<file path="config.mk">
export PLATFORM = sky130hd
export DESIGN_NAME = tile_cfg_loader
export DESIGN_NICKNAME = d
export VERILOG_FILES = /design/src/rtl/tile_cfg_pkg.sv /design/src/rtl/tile_cfg_beats.sv /design/src/rtl/tile_cfg_check.sv /design/src/rtl/tile_cfg_loader.sv
export SDC_FILE = /design/constraint.sdc
export NUM_CORES = 1
export LEC_CHECK = 0
export ABC_CLOCK_PERIOD_IN_PS = 4070
export BUFFER_PORTS_ARGS = -buffer_cell sky130_fd_sc_hd__buf_2
export CORE_MARGIN = 5
export CORE_UTILIZATION = 52
export CTS_BUF_LIST = sky130_fd_sc_hd__clkbuf_8
export CTS_CLUSTER_DIAMETER = 50
export DETAILED_ROUTE_END_ITERATION = 6
export PLACE_DENSITY = 0.72
export SYNTH_ARGS = -nofsm -noshare
export SYNTH_HDL_FRONTEND = slang
export SYNTH_SLANG_ARGS = --single-unit
</file>
<file path="constraint.sdc">
create_clock -name clk_i -period 4.07 [get_ports clk_i]
set_input_delay 0.407 -clock clk_i [delete_from_list [all_inputs] [get_ports clk_i]]
set_output_delay 0.407 -clock clk_i [all_outputs]
set_load 0.02 [all_outputs]
</file>
<file path="src/rtl/tile_cfg_pkg.sv">
package tile_cfg_pkg;

    typedef enum logic [1:0] {
        ST_OK  = 2'd0,
        ST_UDF = 2'd1,
        ST_GPF = 2'd2
    } ld_status_e;

    typedef enum logic [1:0] {
        S_IDLE,
        S_COLLECT,
        S_CHECK,
        S_UNDEF_FAULT
    } ld_state_e;

endpackage

</file>
<file path="src/rtl/tile_cfg_beats.sv">
module tile_cfg_beats #(
    parameter int BEAT_W = 64,
    parameter int NBEATS = 8
) (
    input  logic                     clk_i,
    input  logic                     rst_ni,
    input  logic                     restart_i,
    input  logic                     take_i,
    input  logic [BEAT_W-1:0]        beat_data_i,
    output logic [NBEATS*BEAT_W-1:0] rec_o,
    output logic                     last_o
);
    localparam int CNT_W = (NBEATS > 1) ? $clog2(NBEATS) : 1;

    logic [CNT_W-1:0] cnt_q;

    always_ff @(posedge clk_i or negedge rst_ni) begin
        if (!rst_ni) begin
            cnt_q <= '0;
        end else if (restart_i) begin
            cnt_q <= '0;
        end else if (take_i) begin
            cnt_q <= last_o ? '0 : cnt_q + 1'b1;
        end
    end

    assign last_o = take_i && (cnt_q == CNT_W'(NBEATS - 1));

    for (genvar k = 0; k < NBEATS; k++) begin : g_beat
        logic [BEAT_W-1:0] beat_q;
        always_ff @(posedge clk_i or negedge rst_ni) begin
            if (!rst_ni) begin
                beat_q <= '0;
            end else if (take_i && (cnt_q == CNT_W'(k))) begin
                beat_q <= beat_data_i;
            end
        end
        assign rec_o[k*BEAT_W +: BEAT_W] = beat_q;
    end

    AST_BUF_HOLD: assert property (@(posedge clk_i) disable iff (!rst_ni)
        !take_i |=> $stable(rec_o));

endmodule

</file>
<file path="src/rtl/tile_cfg_check.sv">
module tile_cfg_check #(
    parameter int NUM_TILES = 8,
    parameter int MAX_COLSB = 64,
    parameter int MAX_ROWS  = 16,
    parameter int PAL_W     = 8
) (
    input  logic [511:0]           rec_i,
    input  logic [7:0]             max_pal_i,
    input  logic [PAL_W-1:0]       pal_mask_i,
    output logic                   err_o,
    output logic                   pal_zero_o,
    output logic [7:0]             start_row_o,
    output logic [16*NUM_TILES-1:0] colsb_o,
    output logic [8*NUM_TILES-1:0] rows_o,
    output logic [NUM_TILES-1:0]   valid_o
);
    localparam int REC_BYTES = 64;
    localparam int COL_BASE  = 16;
    localparam int ROW_BASE  = 48;
    localparam int COL_END   = COL_BASE + 2 * NUM_TILES;
    localparam int ROW_END   = ROW_BASE + NUM_TILES;
    localparam logic [15:0] COL_LIM = 16'(MAX_COLSB);
    localparam logic [7:0]  ROW_LIM = 8'(MAX_ROWS);

    logic [7:0]  pal;
    logic        pal_bad;
    logic        rsv_bad;
    logic        geom_bad;
    logic        mask_hit;
    logic [15:0] cb;
    logic [7:0]  rw;
    logic [7:0]  by;

    always_comb begin
        pal      = rec_i[7:0];
        mask_hit = 1'b0;
        for (int i = 0; i < PAL_W; i++) begin
            if (pal == 8'(i)) mask_hit = pal_mask_i[i];
        end
        pal_bad = (pal > max_pal_i) || !mask_hit || (pal > 8'd1);

        rsv_bad = 1'b0;
        for (int b = 2; b < REC_BYTES; b++) begin
            by = rec_i[8*b +: 8];
            if (by != 8'd0) begin
                if (b < COL_BASE) rsv_bad = 1'b1;
                if (b >= COL_END && b < ROW_BASE) rsv_bad = 1'b1;
                if (b >= ROW_END) rsv_bad = 1'b1;
            end
        end

        geom_bad = 1'b0;
        cb       = '0;
        rw       = '0;
        for (int t = 0; t < NUM_TILES; t++) begin
            cb = rec_i[8*(COL_BASE + 2*t) +: 16];
            rw = rec_i[8*(ROW_BASE + t) +: 8];
            colsb_o[16*t +: 16] = cb;
            rows_o[8*t +: 8]    = rw;
            valid_o[t]          = (cb != 16'd0) && (rw != 8'd0);
            if (cb > COL_LIM) geom_bad = 1'b1;
            if (rw > ROW_LIM) geom_bad = 1'b1;
            if ((cb == 16'd0) != (rw == 8'd0)) geom_bad = 1'b1;
        end

        pal_zero_o  = (pal == 8'd0);
        start_row_o = rec_i[15:8];
        err_o       = pal_bad || (!pal_zero_o && (rsv_bad || geom_bad));
    end

endmodule

</file>
<file path="src/rtl/tile_cfg_loader.sv">
module tile_cfg_loader #(
    parameter int ADDR_W    = 48,
    parameter int BEAT_W    = 64,
    parameter int NUM_TILES = 8,
    parameter int MAX_COLSB = 64,
    parameter int MAX_ROWS  = 16,
    parameter int PAL_W     = 8
) (
    input  logic                      clk_i,
    input  logic                      rst_ni,
    input  logic                      start_i,
    input  logic [ADDR_W-1:0]         rec_addr_i,
    input  logic                      tile_feat_en_i,
    input  logic [7:0]                max_palette_i,
    input  logic [PAL_W-1:0]          palette_mask_i,
    input  logic                      beat_valid_i,
    input  logic [BEAT_W-1:0]         beat_data_i,
    output logic                      beat_ready_o,
    output logic                      done_o,
    output logic [1:0]                status_o,
    output logic                      clear_tiles_o,
    output logic                      cfg_on_o,
    output logic [7:0]                start_row_o,
    output logic [NUM_TILES-1:0]      tile_valid_o,
    output logic [16*NUM_TILES-1:0]   tile_colsb_o,
    output logic [8*NUM_TILES-1:0]    tile_rows_o
);
    import tile_cfg_pkg::*;

    localparam int REC_BYTES = 64;
    localparam int REC_BITS  = 8 * REC_BYTES;
    localparam int NBEATS    = REC_BITS / BEAT_W;

    ld_state_e  state_q, state_d;
    ld_status_e status_q;

    logic [REC_BITS-1:0]      rec;
    logic                     take, last, restart, misaligned;
    logic [ADDR_W-1:0]        addr_off;
    logic                     chk_err, chk_pal0;
    logic [7:0]               chk_row;
    logic [16*NUM_TILES-1:0]  chk_cols;
    logic [8*NUM_TILES-1:0]   chk_rows;
    logic [NUM_TILES-1:0]     chk_valid;

    assign addr_off   = rec_addr_i & ADDR_W'(REC_BYTES - 1);
    assign misaligned = |addr_off;
    assign beat_ready_o = (state_q == S_COLLECT);
    assign take       = beat_valid_i && beat_ready_o;
    assign restart    = (state_q == S_IDLE) && start_i;

    tile_cfg_beats #(.BEAT_W(BEAT_W), .NBEATS(NBEATS)) u_beats (
        .clk_i       (clk_i),
        .rst_ni      (rst_ni),
        .restart_i   (restart),
        .take_i      (take),
        .beat_data_i (beat_data_i),
        .rec_o       (rec),
        .last_o      (last)
    );

    tile_cfg_check #(
        .NUM_TILES (NUM_TILES),
        .MAX_COLSB (MAX_COLSB),
        .MAX_ROWS  (MAX_ROWS),
        .PAL_W     (PAL_W)
    ) u_check (
        .rec_i       (rec),
        .max_pal_i   (max_palette_i),
        .pal_mask_i  (palette_mask_i),
        .err_o       (chk_err),
        .pal_zero_o  (chk_pal0),
        .start_row_o (chk_row),
        .colsb_o     (chk_cols),
        .rows_o      (chk_rows),
        .valid_o     (chk_valid)
    );

    // next-state logic
    always_comb begin
        state_d = state_q;
        unique case (state_q)
            S_IDLE: begin
                if (start_i) begin
                    state_d = (misaligned || !tile_feat_en_i) ? S_UNDEF_FAULT : S_COLLECT;
                end
            end
            S_COLLECT:     if (last) state_d = S_CHECK;
            S_CHECK:       state_d = S_IDLE;
            S_UNDEF_FAULT: state_d = S_IDLE;
        endcase
    end

    // state register
    always_ff @(posedge clk_i or negedge rst_ni) begin
        if (!rst_ni) state_q <= S_IDLE;
        else         state_q <= state_d;
    end

    // registered outputs and committed configuration
    always_ff @(posedge clk_i or negedge rst_ni) begin
        if (!rst_ni) begin
            done_o        <= 1'b0;
            status_q      <= ST_OK;
            clear_tiles_o <= 1'b0;
            cfg_on_o      <= 1'b0;
            start_row_o   <= '0;
            tile_valid_o  <= '0;
            tile_colsb_o  <= '0;
            tile_rows_o   <= '0;
        end else begin
            done_o        <= 1'b0;
            clear_tiles_o <= 1'b0;
            unique case (state_q)
                S_CHECK: begin
                    done_o <= 1'b1;
                    if (chk_err) begin
                        status_q <= ST_GPF;
                    end else begin
                        status_q      <= ST_OK;
                        clear_tiles_o <= 1'b1;
                        if (chk_pal0) begin
                            cfg_on_o     <= 1'b0;
                            start_row_o  <= '0;
                            tile_valid_o <= '0;
                            tile_colsb_o <= '0;
                            tile_rows_o  <= '0;
                        end else begin
                            cfg_on_o     <= 1'b1;
                            start_row_o  <= chk_row;
                            tile_valid_o <= chk_valid;
                            tile_colsb_o <= chk_cols;
                            tile_rows_o  <= chk_rows;
                        end
                    end
                end
                S_UNDEF_FAULT: begin
                    done_o   <= 1'b1;
                    status_q <= ST_UDF;
                end
                S_IDLE, S_COLLECT: ;
            endcase
        end
    end

    assign status_o = status_q;

    AST_DONE_PULSE: assert property (@(posedge clk_i) disable iff (!rst_ni)
        done_o |=> !done_o);
    AST_CLEAR_ON_OK: assert property (@(posedge clk_i) disable iff (!rst_ni)
        clear_tiles_o |-> (done_o && status_o == 2'd0));
    AST_FAULT_HOLDS: assert property (@(posedge clk_i) disable iff (!rst_ni)
        (done_o && status_o != 2'd0) |-> ($stable(cfg_on_o) && $stable(tile_valid_o)
            && $stable(tile_colsb_o) && $stable(tile_rows_o) && $stable(start_row_o)));
    AST_BUSY_IGNORES_START: assert property (@(posedge clk_i) disable iff (!rst_ni)
        (state_q == S_COLLECT) |=> (state_q == S_COLLECT || state_q == S_CHECK));
    AST_UD_NO_BEATS: assert property (@(posedge clk_i) disable iff (!rst_ni)
        (done_o && status_o == 2'd1) |-> $past(!beat_ready_o));

    for (genvar t = 0; t < NUM_TILES; t++) begin : g_geom_chk
        AST_VALID_GEOM: assert property (@(posedge clk_i) disable iff (!rst_ni)
            tile_valid_o[t] |-> (tile_rows_o[8*t +: 8] != 8'd0
                && tile_colsb_o[16*t +: 16] != 16'd0));
    end

endmodule

</file>
==> Word level (Yosys, flattened, before mapping) <==
Cells that the tools add are included.
{ "totals": {"ff_bits": 730, "out_inout_bits": 214, "inputBits": 133, "word_cells": 258} }
{ "op_classes": {"n_addsub": 1, "n_bitwise": 1, "n_lt_le_gt_ge": 18, "n_reduce_logical": 106, "muxes": 87, "n_eq_ne": 27} }
{ "op_table": {"columns": ["cell", "n"], "rows": [
  ["8-bit nonzero test", 46],
  ["16-bit by 7-bit greater-than comparator with 1-bit output, second input constant", 8],
  ["16-bit zero test", 8],
  ["128-bit 2-to-1 mux", 1],
  ["16-bit nonzero test", 8],
  ["1-bit 2-to-1 mux", 74],
  ["8-bit zero test", 9],
  ["8-bit by 5-bit greater-than comparator with 1-bit output, second input constant", 8],
  ["64-bit 2-to-1 mux", 1],
  ["8-bit by 3-bit == test with 1-bit output, second input constant", 4],
  ["1-bit logical AND", 19],
  ["8-bit by 2-bit == test with 1-bit output, second input constant", 2],
  ["8-bit 2-to-1 mux", 2],
  ["3-bit == test, second input constant", 4],
  ["3-bit 2-to-1 mux", 3],
  ["8-bit by 1-bit == test with 1-bit output, second input constant", 1],
  ["8-bit by 1-bit greater-than comparator with 1-bit output, second input constant", 1],
  ["8-bit greater-than comparator", 1],
  ["2-bit 2-to-1 mux", 4],
  ["1-bit != test", 8],
  ["3-bit by 2-bit == test with 1-bit output, second input constant", 2],
  ["2-bit case mux with 3 select lines", 1],
  ["6-bit OR reduction", 1],
  ["1-bit logical OR", 5],
  ["other kinds (14)", 19]
]} }

==> Depth between registers and ports, before layout <==
Gate-level depths: netlist of run 1.
{ "depth": {"ltp_word": 44, "ltp_mapped": 15, "ltp_nobuf": 12} }

==> Modules after synthesis <==
From an unflattened synthesis of run 1, not the netlist that was laid out.
{ "unflattened": {"hier_cells": 2275, "area_unflattened_um2": 33081.7} }
{ "by_module_without_submodules": {"columns": ["module", "area_each_um2", "instances", "seq_area_each_um2", "cells_each"], "rows": [
  ["tile_cfg_beats", 19439.9, 1, 12887.4, 1108],
  ["tile_cfg_loader", 10427.5, 1, 5380.2, 695],
  ["tile_cfg_check", 3214.3, 1, 0.0, 472]
]} }

==> Least setup slack after synthesis of run 1 <==
OpenSTA, ideal clock, no wires.
{ "synth_path": {"path_type": "flip-flop to flip-flop", "from": "register u_beats.g_beat[2].beat_q[59]", "to": "register tile_colsb_o[120]", "path_buffers": 2, "period_less_slack_ns": 3.052, "arrival_ns": 2.932, "setup_ns": 0.120, "stages_incl_launch_ff": 14, "path_slack_ns": 1.018, "cell_sequence": "dfrtp_1 -> nor4_1 -> nand3_1 -> or3_1 -> ha_1 -> nor4_1 -> nand4_1 -> nor4_1 -> nand3_1 -> nor4_2 -> nand3_1 -> buf_2 -> buf_1 -> and3_1"} }
{ "synth_between": {"elab_chain_len": 21} }
{ "synth_rtl": {"columns": ["item", "line", "rtl"], "rows": [
  ["start: declaration", "tile_cfg_beats.sv:30", "logic [BEAT_W-1:0] beat_q;"],
  ["start signal: assignment", "tile_cfg_beats.sv:35", "beat_q <= beat_data_i;"],
  ["16-bit by 7-bit greater-than comparator with 1-bit output", "tile_cfg_check.sv:61", "if (cb > COL_LIM) geom_bad = 1'b1;"],
  ["1-bit 2-to-1 mux", "tile_cfg_check.sv:61", null],
  ["1-bit 2-to-1 mux", "tile_cfg_check.sv:62", "if (rw > ROW_LIM) geom_bad = 1'b1;"],
  ["1-bit 2-to-1 mux *", "tile_cfg_check.sv:63", "if ((cb == 16'd0) != (rw == 8'd0)) geom_bad = 1'b1;"],
  ["1-bit 2-to-1 mux *", "tile_cfg_check.sv:61", null],
  ["1-bit 2-to-1 mux *", "tile_cfg_check.sv:62", null],
  ["1-bit 2-to-1 mux *", "tile_cfg_check.sv:63", null],
  ["1-bit 2-to-1 mux *", "tile_cfg_check.sv:61", null],
  ["[5 not listed]", null, null],
  ["1-bit 2-to-1 mux *", "tile_cfg_check.sv:61", null],
  ["1-bit 2-to-1 mux *", "tile_cfg_check.sv:62", null],
  ["1-bit 2-to-1 mux *", "tile_cfg_check.sv:63", null],
  ["1-bit logical OR *", "tile_cfg_check.sv:68", "err_o = pal_bad || (!pal_zero_o && (rsv_bad || geom_bad));"],
  ["1-bit logical AND *", "tile_cfg_check.sv:68", null],
  ["1-bit logical OR *", "tile_cfg_check.sv:68", null],
  ["1-bit inverter (no source line) *", null, null],
  ["2-bit AND reduction (no source line) *", null, null],
  ["end signal: assignment", "tile_cfg_loader.sv:132", "tile_colsb_o <= chk_cols;"],
  ["end: declaration", "tile_cfg_loader.sv:25", "output logic [16*NUM_TILES-1:0] tile_colsb_o,"]
]} }
Every way passes the cells marked *; elsewhere a longest branch is shown, timed or not.
A chain may end at the register's enable or synchronous reset.

==> Worst setup path after layout of run 1 <==
{ "layout_path": {"from": "register u_beats.g_beat[3].beat_q[45]", "to": "register tile_colsb_o[104]"} }
{ "layout_between": {"elab_chain_len": 12} }
{ "layout_rtl": {"columns": ["item", "line"], "rows": [
  ["start: declaration", "tile_cfg_beats.sv:30"],
  ["start signal: assignment", "tile_cfg_beats.sv:35"],
  ["16-bit by 7-bit greater-than comparator with 1-bit output", "tile_cfg_check.sv:61"],
  ["1-bit 2-to-1 mux", "tile_cfg_check.sv:61"],
  ["1-bit 2-to-1 mux", "tile_cfg_check.sv:62"],
  ["1-bit 2-to-1 mux *", "tile_cfg_check.sv:63"],
  ["1-bit 2-to-1 mux *", "tile_cfg_check.sv:61"],
  ["1-bit 2-to-1 mux *", "tile_cfg_check.sv:62"],
  ["1-bit 2-to-1 mux *", "tile_cfg_check.sv:63"],
  ["1-bit logical OR *", "tile_cfg_check.sv:68"],
  ["1-bit logical AND *", "tile_cfg_check.sv:68"],
  ["1-bit logical OR *", "tile_cfg_check.sv:68"],
  ["1-bit inverter (no source line) *", null],
  ["2-bit AND reduction (no source line) *", null]
]} }
Marks and branches as above.

==> results by group, run 1 <==
Status
  • Status: finished, final reports clean

Critical path
  • Setup CP Type: reg2reg
  • Nature of the critical path endpoint: flip-flop
  • Worst reg-to-reg path cell count: 14
  • FF-to-FF Start: u_beats.g_beat[3].beat_q[45]
  • Crit path DAT: 4.43 ns
  • R2R setup slack: 0.22 ns
  • Worst Path Max Fanout: 27
  • Worst EP required: roughly 4.7 ns
  • Critical path startpoint category: flip-flop
  • RR Endpoint: tile_colsb_o[104]

Drt
  • Initial DRT Pass Iterations: 4
  • Wirelength per Cell: 22.5 um
  • Routed WL: 74200 um
  • Vias per cell: 5.51
  • Routed vias: 18187
  • ANT nets after route: 0
  • Iteration-0 DRC Markers: just over 1000
  • Drc violations: 0

STA
  • Setup tns final: 0 ns
  • Relative slew slack: 0.234
  • Max Clk Rate: 0.260 GHz
  • RSZ-0062 raised after global routing: false
  • Final hold vios: 0
  • Worst clock skew: 0.0328 ns
  • Final Setup Violations: 0
  • Max-slew violations: 0
  • Crit path time final: 3.85 ns
  • Final Hold Slack: ~0.1 ns
  • Part of the cycle the worst path needs: 0.946
  • Worst-Margin Slew: 1.14 ns

GRT
  • All-Layer GR Usage: 0.245
  • Largest net degree at the start of global routing: 147
  • Congestion Overflow GR: 0
  • Initial antenna violation count: 0
  • Vias in the first global route: 19519
  • First-pass GRT wire length: ~110000 um

Synth
  • Top FF cell, synth: dfrtp_1
  • Warnings, synthesis: 0
  • Syn nets: 2223
  • Largest cells by area after synthesis: dfrtp_1, mux2_2, mux2i_1
  • Syn Std Cell Area: 28900 sq um
  • Gate Count Post-Synth: 2068
  • Sequential area share after synthesis: 0.632
  • Register bit total from synthesis: 730
  • Post-synth EDFFs: 0
  • Synth cell types: 39
  • Synth top area share: 0.632
  • Post-synth ARST share: 1.00
  • Leading area contributor after synthesis: dfrtp_1
  • Synth Area per Inst: 14.0 sq um

Clocking
  • CTS tree: done
  • Clock latency on the worst-skew pair: 0.72 ns
  • Total CTS buffers: 115
  • Clk slew on worst S/H paths: roughly 0.070 ns
  • Root Driver: clkbuf_8
  • Longest Clk Path Bufs: 3
  • H-Tree Depth: 3
  • # Post-CTS Setup Buffers: 0
  • Clock sink count: 730

Place
  • GP Congestion: approximately 0.88
  • Cell Area, Placed: 31700 sq um
  • Port Buffer Count: roughly 300
  • HPWL Detailed: 51300 um

Die
  • I/O Pins: 347
  • Die Y: 246 um
  • DIE AREA: roughly 60000 sq um
  • Core box area: 55100 sq um
  • Die X: about 250 um
  • Initial Utilization: 0.525
  • Std cell rows: 86

Power
  • Peak VDD IR: 292 uV
  • Static Leakage: 18.5 nW
  • Pwr Density: approximately 640 nW/um^2

Worst hold path
  • Worst hold endpoint: u_beats.g_beat[3].beat_q[43]
  • Min-Delay Path Class: in2reg
  • Hold depth: 2
  • HP Start: beat_data_i[43]

Finish
  • Area used by multi-input combinational logic: 9860 sq um
  • Fillers: 4309
  • Synth-to-Final Area Change: 18.7%
  • # nets final: 2619
  • Share of layout cells above drive strength 1: 0.422
  • Storage element area: 18300 sq um
  • Fin area: 34300 sq um

Job
  • Max_cap viols: 0
## stage by stage
step / cells / utilization / setup WS [ns] / total power, mW
floorplan: 2068 / - / 1.02 / 13.1
global placement: 3091 / 0.576 / 0.207 / 15.0
detailed placement: 3091 / 0.576 / 0.0332 / 15.3
CTS: 3297 / 0.622 / 0.0279 / 21.9
global route: 3297 / 0.623 / 0.0164 / 22.9
finish: 3298 / 0.623 / 0.218 / 21.8
## synth_stat cells, types with 2 or more instances
| master | number |
|---|---|
| nand2_1 | 121 |
| o211ai_1 | 3 |
| buf_2 | 11 |
| nor4b_1 | 2 |
| clkbuf_1 | 84 |
| nor2_1 | 16 |
| o21ai_0 | 2 |
| nand4b_1 | 3 |
| a21o_1 | 2 |
| or3_1 | 5 |
| nand4_1 | 27 |
| nand3_1 | 29 |
| inv_1 | 125 |
| a21oi_1 | 9 |
| or4_1 | 2 |
| ha_1 | 22 |
| nor2b_1 | 2 |
| buf_6 | 2 |
| mux4_2 | 2 |
| mux2_2 | 513 |
| o41ai_1 | 3 |
| a22oi_1 | 2 |
| nor4_1 | 109 |
| nor3_1 | 21 |
| dfrtp_1 | 730 |
| mux2i_1 | 113 |
| and3_1 | 96 |
## sequential cells by signal (all words and copies together), names as in the netlist
signal,flops
clear_tiles_o,1
done_o,1
u_beats.cnt_q,3
status_o,2
state_q,2
u_beats.g_beat.beat_q,512
cfg_on_o,1
tile_colsb_o,128
tile_rows_o,64
tile_valid_o,8
start_row_o,8
## cell families after synthesis
kind of cell,share of synthesized area
adder cells (fa/ha/maj),0.00952
buffers and inverters,0.0300
flip-flops,0.632
multiplexers,0.241
AO/OA/AOI/OAI,0.00632
AND/OR/NAND/NOR,0.0816
## metal layers
metal | global-route usage | up-vias | part of all wire
met5 | 0.00899 | - | 0.00093
li1 | - | 8135 | -
met2 | 0.404 | 449 | 0.48
met1 | 0.330 | 9488 | 0.44
met3 | 0.0471 | 113 | 0.052
met4 | 0.0827 | 2 | 0.027
## how the worst max path moves through the flow
stage / from / endpoint / slack, ns / cells past startpoint
4_1_cts: u_beats.g_beat[2].beat_q[51] / tile_colsb_o[61] / 0.03 / 14
3_3_place_gp: u_beats.g_beat[2].beat_q[51] / tile_colsb_o[27] / 0.21 / 14
3_5_place_dp: u_beats.g_beat[2].beat_q[51] / tile_rows_o[30] / 0.03 / 14
6_report: u_beats.g_beat[3].beat_q[45] / tile_colsb_o[104] / 0.22 / 14
2_1_floorplan: u_beats.g_beat[2].beat_q[59] / tile_colsb_o[120] / 1.02 / 13
5_1_grt: u_beats.g_beat[2].beat_q[34] / tile_colsb_o[96] / 0.02 / 16
## area by class of cell
| type | instances | share of cell area |
|---|---|---|
| flip-flops and latches | 730 | 0.533 |
| multi-input cells | 1115 | 0.287 |
| repair buffers | 377 | 0.0669 |
| clock buffers | 147 | 0.0590 |
| well taps | 748 | 0.0273 |
| inverters | 125 | 0.0137 |
| clock inverters | 55 | 0.0133 |
| diodes | 1 | 0.0000730 |
## worst max-delay path, stage by stage (launching register included)
cell and delay [ns]:
dfrtp_1 0.37, nor4_1 0.30, nand3_1 0.25, or3_1 0.42, ha_1 0.31, nor4_1 0.35, nand4_1 0.21, nor4_1 0.26
nand3_1 0.16, nor4_4 0.21, buf_4 0.20, nand3_4 0.10, buf_12 0.20, buf_12 0.17, and3_1 0.19
## repair_timing
item / CTS / global route
hold endpoints to repair: 93 / 0
endpoints found under the setup margin: 0 / 206
hold buffers: 4 / 0
resized for setup: 0 / 6
## placed cells by master (no fill, tap or decap), drive strengths merged, types with 5 or more instances in the layout
cell and count:
a21oi 9, mux2i 113, nand2 121, bufinv 8, clkinv 12, nand3 29, nand4 27, nor4 110
dfrtp 730, clkbuf 147, buf 373, nor2 16, and3 96, or3 5, nor3 21, inv 157
mux2 513, ha 22
## report_power, final
part,total (mW),internal (mW),switching [mW]
registers,10.1,9.05,1.09
clock network,6.56,3.73,2.83
logic,5.10,2.58,2.52
(Power assumes the default switching activity.)
==> inputs of run 2 (changes only) <==
BUFFER_PORTS_ARGS = default   (was -buffer_cell sky130_fd_sc_hd__buf_2)
CELL_PAD_IN_SITES_DETAIL_PLACEMENT = 0   (was default)
CELL_PAD_IN_SITES_GLOBAL_PLACEMENT = 2   (was default)
CORE_UTILIZATION = 46   (was 52)
DONT_BUFFER_PORTS = 1   (was default)
PLACE_DENSITY = default   (was 0.72)
PLACE_DENSITY_LB_ADDON = 0.1   (was default)
==> run 2 against run 1 <==
The run now ends with negative hold slack, max-slew violations left; flip-flop and latch count is the same; non-clock buffer count shrank 253; wire length grew 5.0%; core utilization shrank 8.5 points; worst hold slack lost 0.71 ns; first-iteration DRC count shrank 10%; final area shrank 3.0%; critical path type unchanged; largest cell class unchanged.
==> results by group, run 2 (synthesis results as in run 1) <==
Drt
  • Vias per cell: 5.46
  • Wirelength per Cell: ~25 um
  • Drc violations: 0
  • Initial DRT Pass Iterations: 6
  • Iteration-0 DRC Markers: 930
  • Routed vias: 17139
  • ANT nets after route: 0
  • Routed WL: 77900 um

Power
  • Static Leakage: 17.1 nW
  • Overall Power: 21.2 mW
  • Peak VDD IR: 279 uV
  • Pwr Density: 638 nW/um^2

Critical path
  • Critical path startpoint category: flip-flop
  • Critical-path top delay cell: nor3_1
  • R2R setup slack: 0.11 ns
  • Kind of cell adding the most delay to the critical path: simple AND/OR/NAND/NOR gates
  • Nature of the critical path endpoint: flip-flop
  • Buf/Inv on CP: 3
  • Worst-path cell chain: nor3_1 -> nand3_1 -> ha_1 -> nor4_2 -> nand4_1 -> nor4_1 -> nand3_1 -> nor4_4 -> buf_4 -> nand3_4 -> buf_12 -> buf_4 -> mux2i_1
  • Crit path DAT: roughly 4.5 ns
  • Worst Path Max Fanout: 24
  • Worst reg-to-reg path cell count: 13
  • Setup CP Type: reg2reg
  • Worst EP required: 4.65 ns
  • FF-to-FF Start: u_beats.g_beat[6].beat_q[37]
  • RR Endpoint: tile_colsb_o[83]
  • Max incr delay on CP: 0.60 ns

Place
  • Cell Area, Placed: 30200 sq um
  • HPWL Detailed: 50300 um
  • Post-Place Worst Slack: -0.0439 ns
  • Port Buffer Count: 0
  • Placed Cells incl. Taps: 2861
  • GP Congestion: between 0.7 and 0.8

Job
  • Max_cap viols: 0

STA
  • Worst clock skew: 0.0363 ns
  • Worst-Margin Slew: 3.89 ns
  • Max Clk Rate: roughly 0.25 GHz
  • Final Hold Slack: -0.611 ns
  • Crit path time final: 3.96 ns
  • Relative slew slack: -1.60
  • Setup tns final: 0 ns
  • Part of the cycle the worst path needs: 0.973
  • Final hold vios: around 270
  • RSZ-0062 raised after global routing: false
  • Final worst slack: between 0.1 and 0.15 ns
  • Final Setup Violations: 0
  • Max-slew violations: 553

Die
  • Die Y: 261 um
  • DIE AREA: 67900 sq um
  • Std cell rows: 91
  • I/O Pins: 347
  • Initial Utilization: 0.467
  • Core box area: approximately 62000 sq um
  • Die X: 261 um

Finish
  • Synth-to-Final Area Change: 15.1%
  • Largest regs: u_beats.g_beat.beat_q (512), tile_colsb_o (128), tile_rows_o (64)
  • Non-Filler Instances: 3141
  • Number of flip-flops in the largest register: 512
  • Biggest register: u_beats.g_beat.beat_q
  • # nets final: ~2400
  • Fin area: 33300 sq um
  • Commonest non-fill, non-tap cells in the layout: dfrtp_1, mux2_2, inv_1
  • Share of layout cells above drive strength 1: 0.328
  • Finished Core Util: 0.537
  • Commonest non-fill, non-tap cell in the layout: dfrtp_1

Clocking
  • Longest Clk Path Bufs: 3
  • Clock latency on the worst-skew pair: around 0.72 ns
  • CTS tree: done
  • CTS Hold Bufs: slightly below 70
  • Total CTS buffers: 119
  • Clk slew on worst S/H paths: about 0.06 ns
  • Clock sink count: 730
  • H-Tree Depth: 3
  • Root Driver: clkbuf_8

Worst hold path
  • Min-Delay Path Class: in2async

Status
  • Status: complete, but fails checks
  • Failing checks: negative hold slack, max-slew violations

GRT
  • Initial antenna violation count: 9
  • First-pass GRT wire length: around 120000 um
  • Largest net degree at the start of global routing: 731
  • Vias in the first global route: between 15000 and 20000
  • Congestion Overflow GR: 0
  • All-Layer GR Usage: 0.226
## run 2: cell count changes in the layout (fill, tap and decap cells not counted), sizes merged
cell,previous run,this run
bufinv,8,1
clkinv,12,9
buf,373,55
inv,157,163
clkbuf,147,153
dlygate4sd3,4,69
diode,1,6
## run 2: how the worst max path moves through the flow
stage,end,startpoint,cells after the start
after floorplan,tile_colsb_o[120],u_beats.g_beat[2].beat_q[59],13
after global placement,tile_rows_o[31],u_beats.g_beat[2].beat_q[59],14
after detailed placement,tile_rows_o[38],u_beats.g_beat[2].beat_q[59],14
after CTS,tile_colsb_o[86],u_beats.g_beat[2].beat_q[59],14
after global routing,tile_colsb_o[19],u_beats.g_beat[3].beat_q[2],14
final,tile_colsb_o[83],u_beats.g_beat[6].beat_q[37],13
## run 2: area by class of cell
type | count | area, sq um
timing repair buffer | 124 | 1250
inverter | 125 | 469
clock inverter | 51 | 245
tap | 837 | 1050
multi-input combinational | 1115 | 9870
sequential | 730 | 18300
clock buffer | 153 | 2110
fill | 5313 | 28700
antenna | 6 | 15.0
## run 2: worst reg2reg max path, stage by stage (launching register included)
cell     delay [ns]
dfrtp_1        0.37
nor3_1         0.60
nand3_1        0.24
ha_1           0.43
nor4_2         0.32
nand4_1        0.19
nor4_1         0.27
nand3_1        0.21
nor4_4         0.31
buf_4          0.21
nand3_4        0.10
buf_12         0.20
buf_4          0.26
mux2i_1        0.13
## run 2: routing by layer
layer	GRT usage	routed length [um]	vias to the layer above	part of all wire
li1	-	-	7663	-
met5	0	40	-	0.00051
met2	0.378	38100	352	0.49
met3	0.0481	3560	117	0.046
met4	0.0511	1700	6	0.022
met1	0.308	34600	9001	0.44
## run 2: repair_timing
| item | in CTS | in global routing |
|---|---|---|
| pin swaps | 0 | 6 |
| endpoints found under the setup margin | 30 | 194 |
| resized for setup | 1 | 5 |
| endpoints found under the hold margin | 1247 | 730 |
| buffers inserted | 0 | 1 |
## run 2: where the power goes
part           total, mW  internal (mW)  leakage [nW]  switching [mW]
Combinational       4.86           2.54          6.03            2.33
Clock               6.22           3.39          1.35            2.83
Sequential          10.2           9.05          9.76            1.10
Total               21.2           15.0          17.1            6.26
==> inputs of run 3 (changes only) <==
CTS_BUF_LIST = sky130_fd_sc_hd__clkbuf_4   (was sky130_fd_sc_hd__clkbuf_8)
==> run 3 against run 2 <==
Non-clock buffer count is the same; power down 0.16%; sequential power is essentially flat; largest power group unchanged; fmax decreased by 0.45%; the run still ends with negative hold slack, max-slew violations left; global-route usage rose by 0.41 points; clock power barely moved; critical endpoint is now tile_rows_o[38].
==> results by group, run 3 (synthesis results as in run 1) <==
Status
  • Status: complete, but fails checks
  • Failing checks: negative hold slack, max-slew violations

STA
  • Worst-Margin Slew: 3.20 ns
  • Crit path time final: 3.98 ns
  • Max Clk Rate: 0.251 GHz
  • Relative slew slack: -1.13
  • Part of the cycle the worst path needs: 0.977
  • RSZ-0062 raised after global routing: false
  • Final hold vios: 730
  • Final Setup Violations: 0
  • Worst clock skew: 0.0484 ns
  • Max-slew violations: 568
  • Final Hold Slack: -0.888 ns

Die
  • Die X: 261 um
  • Initial Utilization: 0.467
  • DIE AREA: 67900 sq um
  • Core box area: 61900 sq um
  • Std cell rows: 91
  • Die Y: 261 um
  • I/O Pins: 347

Drt
  • Wirelength per Cell: ~24 um
  • Drc violations: 0
  • Initial DRT Pass Iterations: 5
  • Routed WL: 78600 um
  • Iteration-0 DRC Markers: 899
  • Routed vias: roughly 18000
  • ANT nets after route: 0
  • Vias per cell: 5.39

Critical path
  • FF-to-FF Start: u_beats.g_beat[6].beat_q[37]
  • Nature of the critical path endpoint: flip-flop
  • Crit path DAT: 4.83 ns
  • Setup CP Type: reg2reg
  • RR Endpoint: tile_rows_o[38]
  • R2R setup slack: 0.09 ns
  • Worst reg-to-reg path cell count: 13
  • Worst EP required: 4.92 ns
  • Critical path startpoint category: flip-flop
  • Worst Path Max Fanout: 24

Finish
  • # nets final: 2441
  • Fillers: approximately 5400
  • Share of layout cells above drive strength 1: 0.364
  • Biggest register: u_beats.g_beat.beat_q
  • Synth-to-Final Area Change: 15.2%
  • Area used by multi-input combinational logic: 9870 sq um
  • Commonest non-fill, non-tap cell in the layout: dfrtp_1
  • Largest regs: u_beats.g_beat.beat_q (512), tile_colsb_o (128), tile_rows_o (64)
  • Commonest non-fill, non-tap cells in the layout: dfrtp_1, mux2_2, clkbuf_4
  • Number of flip-flops in the largest register: between 500 and 600
  • Storage element area: around 18000 sq um
  • Finished Core Util: 0.537

Clocking
  • Clock latency on the worst-skew pair: 0.99 ns
  • Total CTS buffers: 190
  • Longest Clk Path Bufs: 3
  • CTS Hold Bufs: 69
  • Root Driver: clkbuf_4
  • Clock sink count: 730
  • CTS tree: done
  • H-Tree Depth: 4
  • Clk slew on worst S/H paths: 0.06 ns

Worst hold path
  • Min-Delay Path Class: in2async

GRT
  • Vias in the first global route: between 15000 and 20000
  • Largest net degree at the start of global routing: 731
  • Initial antenna violation count: 13
  • First-pass GRT wire length: 118000 um
  • Congestion Overflow GR: 0
  • All-Layer GR Usage: 0.231

Power
  • Overall Power: 21.2 mW
  • Int Pwr: roughly 15 mW
  • Sequential power share: 0.479
  • Pwr Density: ~640 nW/um^2
  • Sw power: 6.31 mW
  • Clk pwr share: 0.292
  • Logic pwr share: 0.230
  • Static Leakage: 17.2 nW
  • Peak VDD IR: 286 uV
  • Sw Share: 0.298

Place
  • Port Buffer Count: 0
  • HPWL Detailed: about 50000 um
  • GP Congestion: about 0.78

Job
  • Max_cap viols: 0
[run 3: cell count changes in the layout (fill, tap and decap cells not counted), sizes merged]
cell / delta
clkinv: +22
inv: -37
clkbuf: +128
bufinv: +2
diode: +4
clkinvlp: +2
[run 3: layout make-up]
class,count,area share
clock buffers,281,0.0634
repair buffers,124,0.0377
flip-flops and latches,730,0.549
diodes,10,0.000752
clock inverters,40,0.00752
inverters,125,0.0141
well taps,837,0.0315
multi-input cells,1115,0.296
[run 3: worst max-delay path by stage]
stage                                       from           endpoint  slack, ns  cells after the start
floorplan           u_beats.g_beat[2].beat_q[59]  tile_colsb_o[120]       1.02                     13
global placement    u_beats.g_beat[2].beat_q[59]    tile_rows_o[31]      -0.05                     14
detailed placement  u_beats.g_beat[2].beat_q[59]    tile_rows_o[38]      -0.04                     14
CTS                 u_beats.g_beat[2].beat_q[59]   tile_colsb_o[82]       0.02                     14
global route         u_beats.g_beat[3].beat_q[2]   tile_colsb_o[19]       0.03                     14
finish              u_beats.g_beat[6].beat_q[37]    tile_rows_o[38]       0.09                     13
[run 3: critical path, stage by stage, from the launching register on]
cell	delay (ns)
dfrtp_1	0.38
nor3_1	0.60
nand3_1	0.24
ha_1	0.43
nor4_2	0.31
nand4_1	0.19
nor4_1	0.28
nand3_1	0.20
nor4_4	0.32
buf_4	0.21
nand3_4	0.10
buf_12	0.20
buf_4	0.19
and3_1	0.19
[run 3: per-stage QoR]
step	worst slack, ns	hold WS [ns]	setup TNS, ns	instance area [sq um]	instances
floorplan	1.02	0.111	0	28900	2068
global placement	-0.0465	0.129	-2.33	30200	2861
detailed placement	-0.0439	0.130	-1.32	30200	2861
CTS	0.0162	-1.01	0	33200	3251
global route	0.0288	-1.01	0	33300	3257
finish	0.0930	-0.888	0	33300	3262
[run 3: per-layer routing]
metal | up-vias | GRT usage | share of wire
met2 | 397 | 0.380 | 0.49
met3 | 112 | 0.0533 | 0.047
met5 | - | 0 | 0.00017
met4 | 2 | 0.0706 | 0.020
met1 | 9151 | 0.307 | 0.44
li1 | 7924 | - | -
[run 3: repair_timing]
item,CTS,global route
hold endpoints to repair,1247,730
pin swaps,0,6
buffers inserted,0,1
gates resized for setup,1,5
cloned,0,0
endpoints found under the setup margin,42,184
[run 3: power groups by stage]
| stage | combinational, mW | clock, mW | sequential [mW] |
|---|---|---|---|
| floorplan | 3.20 | 0 | 9.86 |
| global placement | 4.53 | 0 | 10.1 |
| detailed placement | 4.65 | 0 | 10.2 |
| CTS | 4.86 | 6.42 | 10.1 |
| global route | 5.26 | 6.80 | 10.3 |
| finish | 4.87 | 6.19 | 10.1 |
